File: config.mk
export PLATFORM = sky130hd
export DESIGN_NAME = attach_detect_ctrl
export DESIGN_NICKNAME = d
export VERILOG_FILES = /design/src/rtl/attach_detect_ctrl.sv
export SDC_FILE = /design/constraint.sdc
export NUM_CORES = 1
export LEC_CHECK = 0
export BUFFER_PORTS_ARGS = -buffer_cell sky130_fd_sc_hd__buf_2
export CAP_MARGIN = 20
export CELL_PAD_IN_SITES_DETAIL_PLACEMENT = 1
export CELL_PAD_IN_SITES_GLOBAL_PLACEMENT = 1
export CORE_ASPECT_RATIO = 0.5
export CORE_MARGIN = 8
export CORE_UTILIZATION = 40
export CTS_CLUSTER_DIAMETER = 150
export CTS_CLUSTER_SIZE = 24
export DETAILED_ROUTE_END_ITERATION = 8
export PLACE_DENSITY = 0.9
export SETUP_SLACK_MARGIN = 0.15
export SYNTH_ARGS = -nofsm -noshare
export SYNTH_HDL_FRONTEND = slang
export SYNTH_SLANG_ARGS = --single-unit
export TNS_END_PERCENT = 10
File: constraint.sdc
create_clock -name clk -period 2.2 [get_ports clk]
set_clock_uncertainty 0.1 [all_clocks]
set_input_delay 0.22 -clock clk [delete_from_list [all_inputs] [get_ports clk]]
set_output_delay 0.22 -clock clk [all_outputs]
set_load 0.02 [all_outputs]
File: src/rtl/attach_detect_ctrl.sv
module attach_detect_ctrl #(
  parameter int SINK_CYCLES = 8,
  parameter int CNT_W       = 8,
  parameter int TMO_W       = 8
) (
  input  logic             clk,
  input  logic             rst_n,
  input  logic [1:0]       mode,
  input  logic             probe_start,
  input  logic [CNT_W-1:0] lim_low,
  input  logic [CNT_W-1:0] lim_high,
  input  logic [TMO_W-1:0] sense_tmo,
  input  logic             cmp_sense,
  input  logic             cmp_probe,
  input  logic             irq_clr,
  output logic             sink_en,
  output logic             src_en,
  output logic             cmp_probe_en,
  output logic             cmp_sense_en,
  output logic [CNT_W-1:0] probe_count,
  output logic             irq
);

  localparam int SK_W = $clog2(SINK_CYCLES + 1);
  localparam logic [CNT_W-1:0] CNT_MAX  = '1;
  localparam logic [TMO_W-1:0] TMO_ONE  = 1;
  localparam logic [SK_W-1:0]  SINK_END = SK_W'(SINK_CYCLES - 1);

  typedef enum logic [1:0] {ST_IDLE, ST_SINK, ST_CHARGE} st_t;

  st_t              st;
  logic [1:0]       mode_q;
  logic [2:0]       sns_sync;
  logic [1:0]       prb_sync;
  logic [TMO_W-1:0] tmr;
  logic [SK_W-1:0]  stmr;
  logic [CNT_W-1:0] cnt;

  wire sense_mode = (mode == 2'b01);
  wire probe_mode = (mode == 2'b10);
  wire sns_edge   = sns_sync[1] & ~sns_sync[2];
  wire tmo_hit    = sense_mode && !sns_edge && (tmr == sense_tmo - TMO_ONE);
  wire start      = probe_mode && (st == ST_IDLE) && (probe_start || mode_q != 2'b10);
  wire stop       = (st == ST_CHARGE) && (prb_sync[1] || cnt == CNT_MAX);
  wire out_win    = (cnt < lim_low) || (cnt > lim_high);
  wire irq_set    = tmo_hit || (probe_mode && stop && out_win);

  assign sink_en      = probe_mode && (st == ST_SINK);
  assign src_en       = probe_mode && (st == ST_CHARGE);
  assign cmp_probe_en = probe_mode && (st != ST_IDLE);
  assign cmp_sense_en = sense_mode;
  assign probe_count  = cnt;

  always_ff @(posedge clk or negedge rst_n) begin
    if (!rst_n) begin
      mode_q   <= 2'b00;
      sns_sync <= '0;
      prb_sync <= '0;
    end else begin
      mode_q   <= mode;
      sns_sync <= {sns_sync[1:0], cmp_sense};
      prb_sync <= {prb_sync[0], cmp_probe};
    end
  end

  always_ff @(posedge clk or negedge rst_n) begin
    if (!rst_n)
      tmr <= '0;
    else if (!sense_mode || sns_edge || tmo_hit)
      tmr <= '0;
    else
      tmr <= tmr + TMO_ONE;
  end

  always_ff @(posedge clk or negedge rst_n) begin
    if (!rst_n) begin
      st   <= ST_IDLE;
      stmr <= '0;
      cnt  <= '0;
    end else if (!probe_mode) begin
      st <= ST_IDLE;
    end else begin
      case (st)
        ST_IDLE: if (start) begin
          st   <= ST_SINK;
          stmr <= '0;
          cnt  <= '0;
        end
        ST_SINK: begin
          if (stmr == SINK_END) st <= ST_CHARGE;
          else                  stmr <= stmr + 1'b1;
        end
        ST_CHARGE: begin
          if (stop) st  <= ST_IDLE;
          else      cnt <= cnt + 1'b1;
        end
        default: st <= ST_IDLE;
      endcase
    end
  end

  always_ff @(posedge clk or negedge rst_n) begin
    if (!rst_n)       irq <= 1'b0;
    else if (irq_set) irq <= 1'b1;
    else if (irq_clr) irq <= 1'b0;
  end

endmodule


Word level (Yosys, flattened, before mapping)

Index checks and enable logic that the tools add are counted.

Output and inout bits: 13
Flip-flop bits (word level): 30
Input port bits: 32

Reduce and logical (&&, ||, !) cells: 26
Equality and inequality tests: 14
$add $sub $neg: 4
Muxes and demuxes: 14
Order comparisons: 2
Bitwise operators: 2

Operators by type and width:

| kind                                             | count |
|---|---|
| two-way mux 8 bit                                | 3 |
| adder 8 x 1 -> 8 bit, second input constant      | 2 |
| one-hot mux 8 bit (2 select lines)               | 1 |
| logical AND 1 bit                                | 10 |
| == test 8 bit                                    | 1 |
| == test 8 bit, second input constant             | 1 |
| > comparator 8 bit                               | 1 |
| less-than comparator 8 bit                       | 1 |
| two-way mux 2 bit                                | 4 |
| two-way mux 4 bit                                | 2 |
| != test 2 bit, second input constant             | 4 |
| one-hot mux 4 bit (2 select lines)               | 1 |
| AND reduction 4 bit                              | 2 |
| nonzero test 2 bit                               | 4 |
| subtractor 8 x 1 -> 8 bit, second input constant | 1 |
| logical OR 1 bit                                 | 6 |
| != test 3 bit, second input constant             | 2 |
| one-hot mux 2 bit (3 select lines)               | 1 |
| adder 4 x 1 -> 4 bit, second input constant      | 1 |
| == test 2 x 1 -> 1 bit, second input constant    | 2 |
| == test 2 bit, second input constant             | 2 |
| == test 4 x 3 -> 1 bit, second input constant    | 1 |
| != test 3 x 2 -> 1 bit, second input constant    | 1 |
| AND reduction 3 bit                              | 1 |
| 5 further kinds                                  | 7 |

Logic depth before layout (Yosys ltp)

Depth in word-level cells: 7
Depth in mapped cells: 8
Mapped depth without buffers: 8

Worst setup path before layout

OpenSTA, ideal clock, no wires.

Path type: register -> register
From: reg cnt[0] (netlist: probe_count[0])
To: reg cnt[5] (netlist: probe_count[5])
Cell stages (with the launch flop): 8
Slack: 284 ps
Required time: 1,972 ps
Library setup time: 128 ps
Path buffers: 0
Data arrival time: 1,688 ps
Cells stage by stage: dfrtp_1 -> ha_1 -> nand3_1 -> o21bai_1 -> a211oi_1 -> nand3_1 -> xor2_1 -> nor2_1

Word-level cells in the longest chain between the ends: 5
Elaborated cells on any way between the ends: 8
Classes of those cells: add/sub: 1; eq/ne: 2; mux: 2; reduce/logical: 3

RTL lines:

| element                                                                      | line | RTL |
|---|---|---|
| start: declaration                                                           | 37   | `logic [CNT_W-1:0] cnt;` |
| start signal: assignment                                                     | 95   | `else cnt <= cnt + 1'b1;` |
| parallel branches: the longest is 5 deep, another holds adder 8 x 1 -> 8 bit | -    |  |

Parallel ways; which one is timed is not known. The select of a mux whose other input is x is not followed.
A chain may end at the register's enable or synchronous reset.

Worst setup path in the final report

From: reg mode_q[0]
To: reg cnt[6] (netlist: probe_count[6])

Word-level cells in the longest chain between the ends: 5

RTL lines:

| element                       | line | RTL |
|---|---|---|
| start: declaration            | 32   | `logic [1:0] mode_q;` |
| start signal: assignment      | 60   | `mode_q <= mode;` |
| != test 2 bit                 | 43   | `wire start = probe_mode && (st == ST_IDLE) && (probe_start \|\| mode_q != 2'b10);` |
| logical OR 1 bit              | 43   |  |
| logical AND 1 bit             | 43   |  |
| != test 2 bit (no line)       | -    |  |
| AND reduction 4 bit (no line) | -    |  |

Every way passes these cells.

==> metrics.log <==
[metrics] run status: completed
[metrics] Critical Path Fanout Max: 6
[metrics] total of warnings raised by yosys: 0
[metrics] beginning of the worst register-to-register path: mode_q[0]$_DFF_PN0_
[metrics] crit share post-route: 89.2%
[metrics] largest voltage drop on the vdd net: 0.202 mV
[metrics] pin count of the biggest net entering global routing: 31
[metrics] Clk pin slew, worst setup/hold paths: 0.07 ns
[metrics] TritonCTS clock tree: yes
[metrics] reg-to-reg slack, setup: 0.24 ns
[metrics] sum of met3 wire segment lengths after detailed routing: 220 microns
[metrics] placed cell count: 323
[metrics] final number of max-transition violations: 0
[metrics] Synth Cell Area: 0.00193 sq mm
[metrics] most common cell after layout, fill and taps aside: sky130_fd_sc_hd__buf_2
[metrics] internal portion of total power: 0.000887 W
[metrics] Synth Flop Type: sky130_fd_sc_hd__dfrtp_1
[metrics] iteration-0 DRC count of the detailed router: 52
[metrics] Clk network pwr share: 38.5%
[metrics] post-synthesis cell type with the largest combined area: sky130_fd_sc_hd__dfrtp_1
[metrics] fill cell instance count of the final layout: 589
[metrics] total of buffers placed on input and output ports: 44
[metrics] M1 WL: 2040 microns
[metrics] total of endpoints with negative setup slack in the final report: 0
[metrics] number of antenna violations at the first check in global routing: 0
[metrics] remaining global-route overflow: 0
[metrics] family with the most delay on the worst path: simple AND/OR/NAND/NOR gates
[metrics] cell at the root of the clock tree: sky130_fd_sc_hd__clkbuf_8
[metrics] CP bufs+invs: 0
[metrics] Overall Global Routing Usage: 14.8%
[metrics] setup repair after global routing missed its margin: no
[metrics] Setup WS post-layout: 0.238 ns
[metrics] setup TNS after final layout: 0 ns
[metrics] routed vias/inst: 5.05
[metrics] uppermost layer routed: met4
[metrics] share of the core filled with cells in the final layout: 50.0%
[metrics] worst setup path endpoint: probe_count[6]$_DFFE_PN0P_
[metrics] CP endpoint kind: register
[metrics] worst setup path start: mode_q[0]$_DFF_PN0_
[metrics] tightest slew margin relative to the limit: 56.1%
[metrics] remaining antenna violation count: 0
[metrics] Critical Setup Path Class: register to register
[metrics] fraction of power consumed by sequential logic: 48.4%
[metrics] Setup crit start kind: register
[metrics] number of buffers on the longest clock path: 2
[metrics] share of the synthesized area in the top cell type: 38.8%
[metrics] cell types occupying the most area after synthesis: sky130_fd_sc_hd__dfrtp_1 (39%), sky130_fd_sc_hd__ha_1 (12%), sky130_fd_sc_hd__xnor2_1 (5.9%)
[metrics] Reg2Reg Capture Point: probe_count[6]$_DFFE_PN0P_
[metrics] wire length per cell: 15.4 microns
[metrics] Layout Nets: 316
[metrics] slew at the pin closest to its max-slew limit: 0.658 ns
[metrics] library cell contributing the largest single delay on the critical path: sky130_fd_sc_hd__or3b_2
[metrics] Data arrival, critical path: 2.02 ns
[metrics] First-pass DRT Iterations: 4
[metrics] number of buffers created by CTS: 5
[metrics] number of enable-type register cells in the synthesized netlist: 0
[metrics] Pwr per Cell Area: 497 mW/mm^2
[metrics] highest attainable clock frequency: 510 MHz
[metrics] met2 routed wirelength: 2830 microns
[metrics] routability congestion estimate: 0.852
[metrics] switching part of the total power: 25.6%
[metrics] pre-CTS worst setup slack: 0.129 ns
[metrics] worst endpoint required time: 2.26 ns
[metrics] area enclosed by the die boundary: 0.00745 sq mm
[metrics] highest-count cells in the layout ignoring fill and taps: sky130_fd_sc_hd__buf_2 (44), sky130_fd_sc_hd__dfrtp_1 (28), sky130_fd_sc_hd__nor2_1 (27)
[metrics] net switching power of the design: 0.000305 W
[metrics] post-synthesis cell count: 210
[metrics] non-filler cells, final: 336
[metrics] worst stage delay on the critical path: 0.51 ns
[metrics] Post-Syn Nets: 261
[metrics] area overhead of the layout relative to synthesis: 24.1%
[metrics] chip height: 65.2 microns
[metrics] time the worst path needs with I/O delays and setup: 1.96 ns
[metrics] fraction of power consumed by combinational cells: 13.1%
[metrics] vias in the first global route: 1,893
[metrics] site row count: 18
[metrics] register bit count reported by yosys: 30
[metrics] leak pwr: 1.20 nW
[metrics] Hold WC Path Type: input port to register
[metrics] top-level I/O count: 45
[metrics] global-route wire length before repair: 8830 microns
[metrics] total number of vias: 1,697
[metrics] area of all placed cells without fillers: 0.00240 sq mm
[metrics] number of max-capacitance violations reported: 0
[metrics] source-to-sink clock delay at the later pin of the worst-skew pair: 0.28 ns
[metrics] initial core utilization: 40.3%
[metrics] proportion of register bits with asynchronous set or reset after synthesis: 100%
[metrics] ratio of cells with drive above 1 in the final layout: 22.9%
[metrics] wire length after detailed routing: 5190 microns
[metrics] HPWL after DPL: 3970 microns
[metrics] worst-case reg-to-reg path depth: 6
[metrics] die boundary width: 114 microns
[metrics] sequential element share of the synthesized area: 38.8%
[metrics] number of library cell types mapped by synthesis: 40
[metrics] placeable core area: 0.00480 sq mm
[metrics] htree depth: 2
[metrics] Inserted Diodes: 0
[metrics] final hold violation count: 0
[metrics] mean instance size in the synthesized netlist: 9.21 sq um
[metrics] critical path, cell by cell: or3b_2 -> o31ai_2 -> a21o_1 -> nor3_1 -> xnor2_1 -> nor2_1
[metrics] clk sink count: 30
[metrics] logic depth of the worst path, buffers included: 6
[metrics] drc violations: 0
[metrics] instance area after placement: 0.00224 sq mm
power groups by stage:
stage               clock network [W]  registers [W]  logic (W)
detailed placement                  0       0.000586   0.000149
global placement                    0       0.000585   0.000138
CTS                          0.000471       0.000576   0.000157
floorplan                           0       0.000584  0.0000815
finish                       0.000459       0.000577   0.000157
global route                 0.000495       0.000578   0.000177
metrics by stage:
stage / hold WS, ns / total power [W]
3_5_place_dp: 0.193 / 0.000735
4_1_cts: 0.0940 / 0.00120
3_3_place_gp: 0.198 / 0.000723
5_1_grt: 0.0910 / 0.00125
6_report: 0.0874 / 0.00119
2_1_floorplan: -0.176 / 0.000665
cell type report:
class	instances	area, sq um	area share (%)
multi-input cells	154	1100	45.8
inverters	24	90.1	3.75
well taps	70	87.6	3.65
repair buffers	50	278	11.6
clock buffers	7	86.3	3.60
flip-flops and latches	30	753	31.4
clock inverters	1	5.00	0.209
layer usage:
layer | global-route usage, % | up-vias
li1 | - | 831
met1 | 14.8 | 829
met2 | 29.6 | 28
met3 | 3.66 | 9
met4 | 5.58 | 0
met5 | 0 | -
state kept, by name, summed over array words and instances, names as in the netlist:
name	flops
st	2
stmr	4
probe_count	8
irq	1
sns_sync	3
tmr	8
prb_sync	2
mode_q	2
how the worst min path moves through the flow:
stage,start,end,cells past startpoint
global route,irq_clr,irq$_DFFE_PN0P_,2
floorplan,rst_n,irq$_DFFE_PN0P_,0
detailed placement,rst_n,tmr[3]$_DFF_PN0_,1
global placement,rst_n,tmr[3]$_DFF_PN0_,1
CTS,irq_clr,irq$_DFFE_PN0P_,2
finish,irq_clr,irq$_DFFE_PN0P_,2
timing repair:
item,CTS,global route
hold buffers,5,0
gates resized for setup,0,5
buffers inserted,0,0
setup endpoints to repair,2,7
pin swaps,0,2
endpoints found under the hold margin,34,0
cell families after synthesis:
group                    after synthesis  share of synthesized area [%]
AO/OA/AOI/OAI                         30                           10.9
XOR/XNOR                              24                           10.9
buffers and inverters                 26                           5.05
AND/OR/NAND/NOR                       80                           21.6
flip-flops                            30                           38.8
adder cells (fa/ha/maj)               19                           12.3
multiplexers                           1                          0.517
cells in the mapped netlist, types with 2 or more instances:
library cell               count
sky130_fd_sc_hd__ha_1         19
sky130_fd_sc_hd__nand2_1      10
sky130_fd_sc_hd__nand3_1      12
sky130_fd_sc_hd__clkbuf_1      2
sky130_fd_sc_hd__and3_1        2
sky130_fd_sc_hd__nand2b_1      3
sky130_fd_sc_hd__nand4b_1      2
sky130_fd_sc_hd__nor2_1       27
sky130_fd_sc_hd__xnor2_1      13
sky130_fd_sc_hd__nor2b_1       3
sky130_fd_sc_hd__a21o_1        2
sky130_fd_sc_hd__a21boi_0      2
sky130_fd_sc_hd__inv_1        24
sky130_fd_sc_hd__dfrtp_1      30
sky130_fd_sc_hd__a21oi_1       6
sky130_fd_sc_hd__and2_1        2
sky130_fd_sc_hd__o21ai_0       7
sky130_fd_sc_hd__xor2_1       11
sky130_fd_sc_hd__a211oi_1      3
sky130_fd_sc_hd__nor3_1        3
sky130_fd_sc_hd__nand4_1       8
Power figures use the tool's default switching activity.
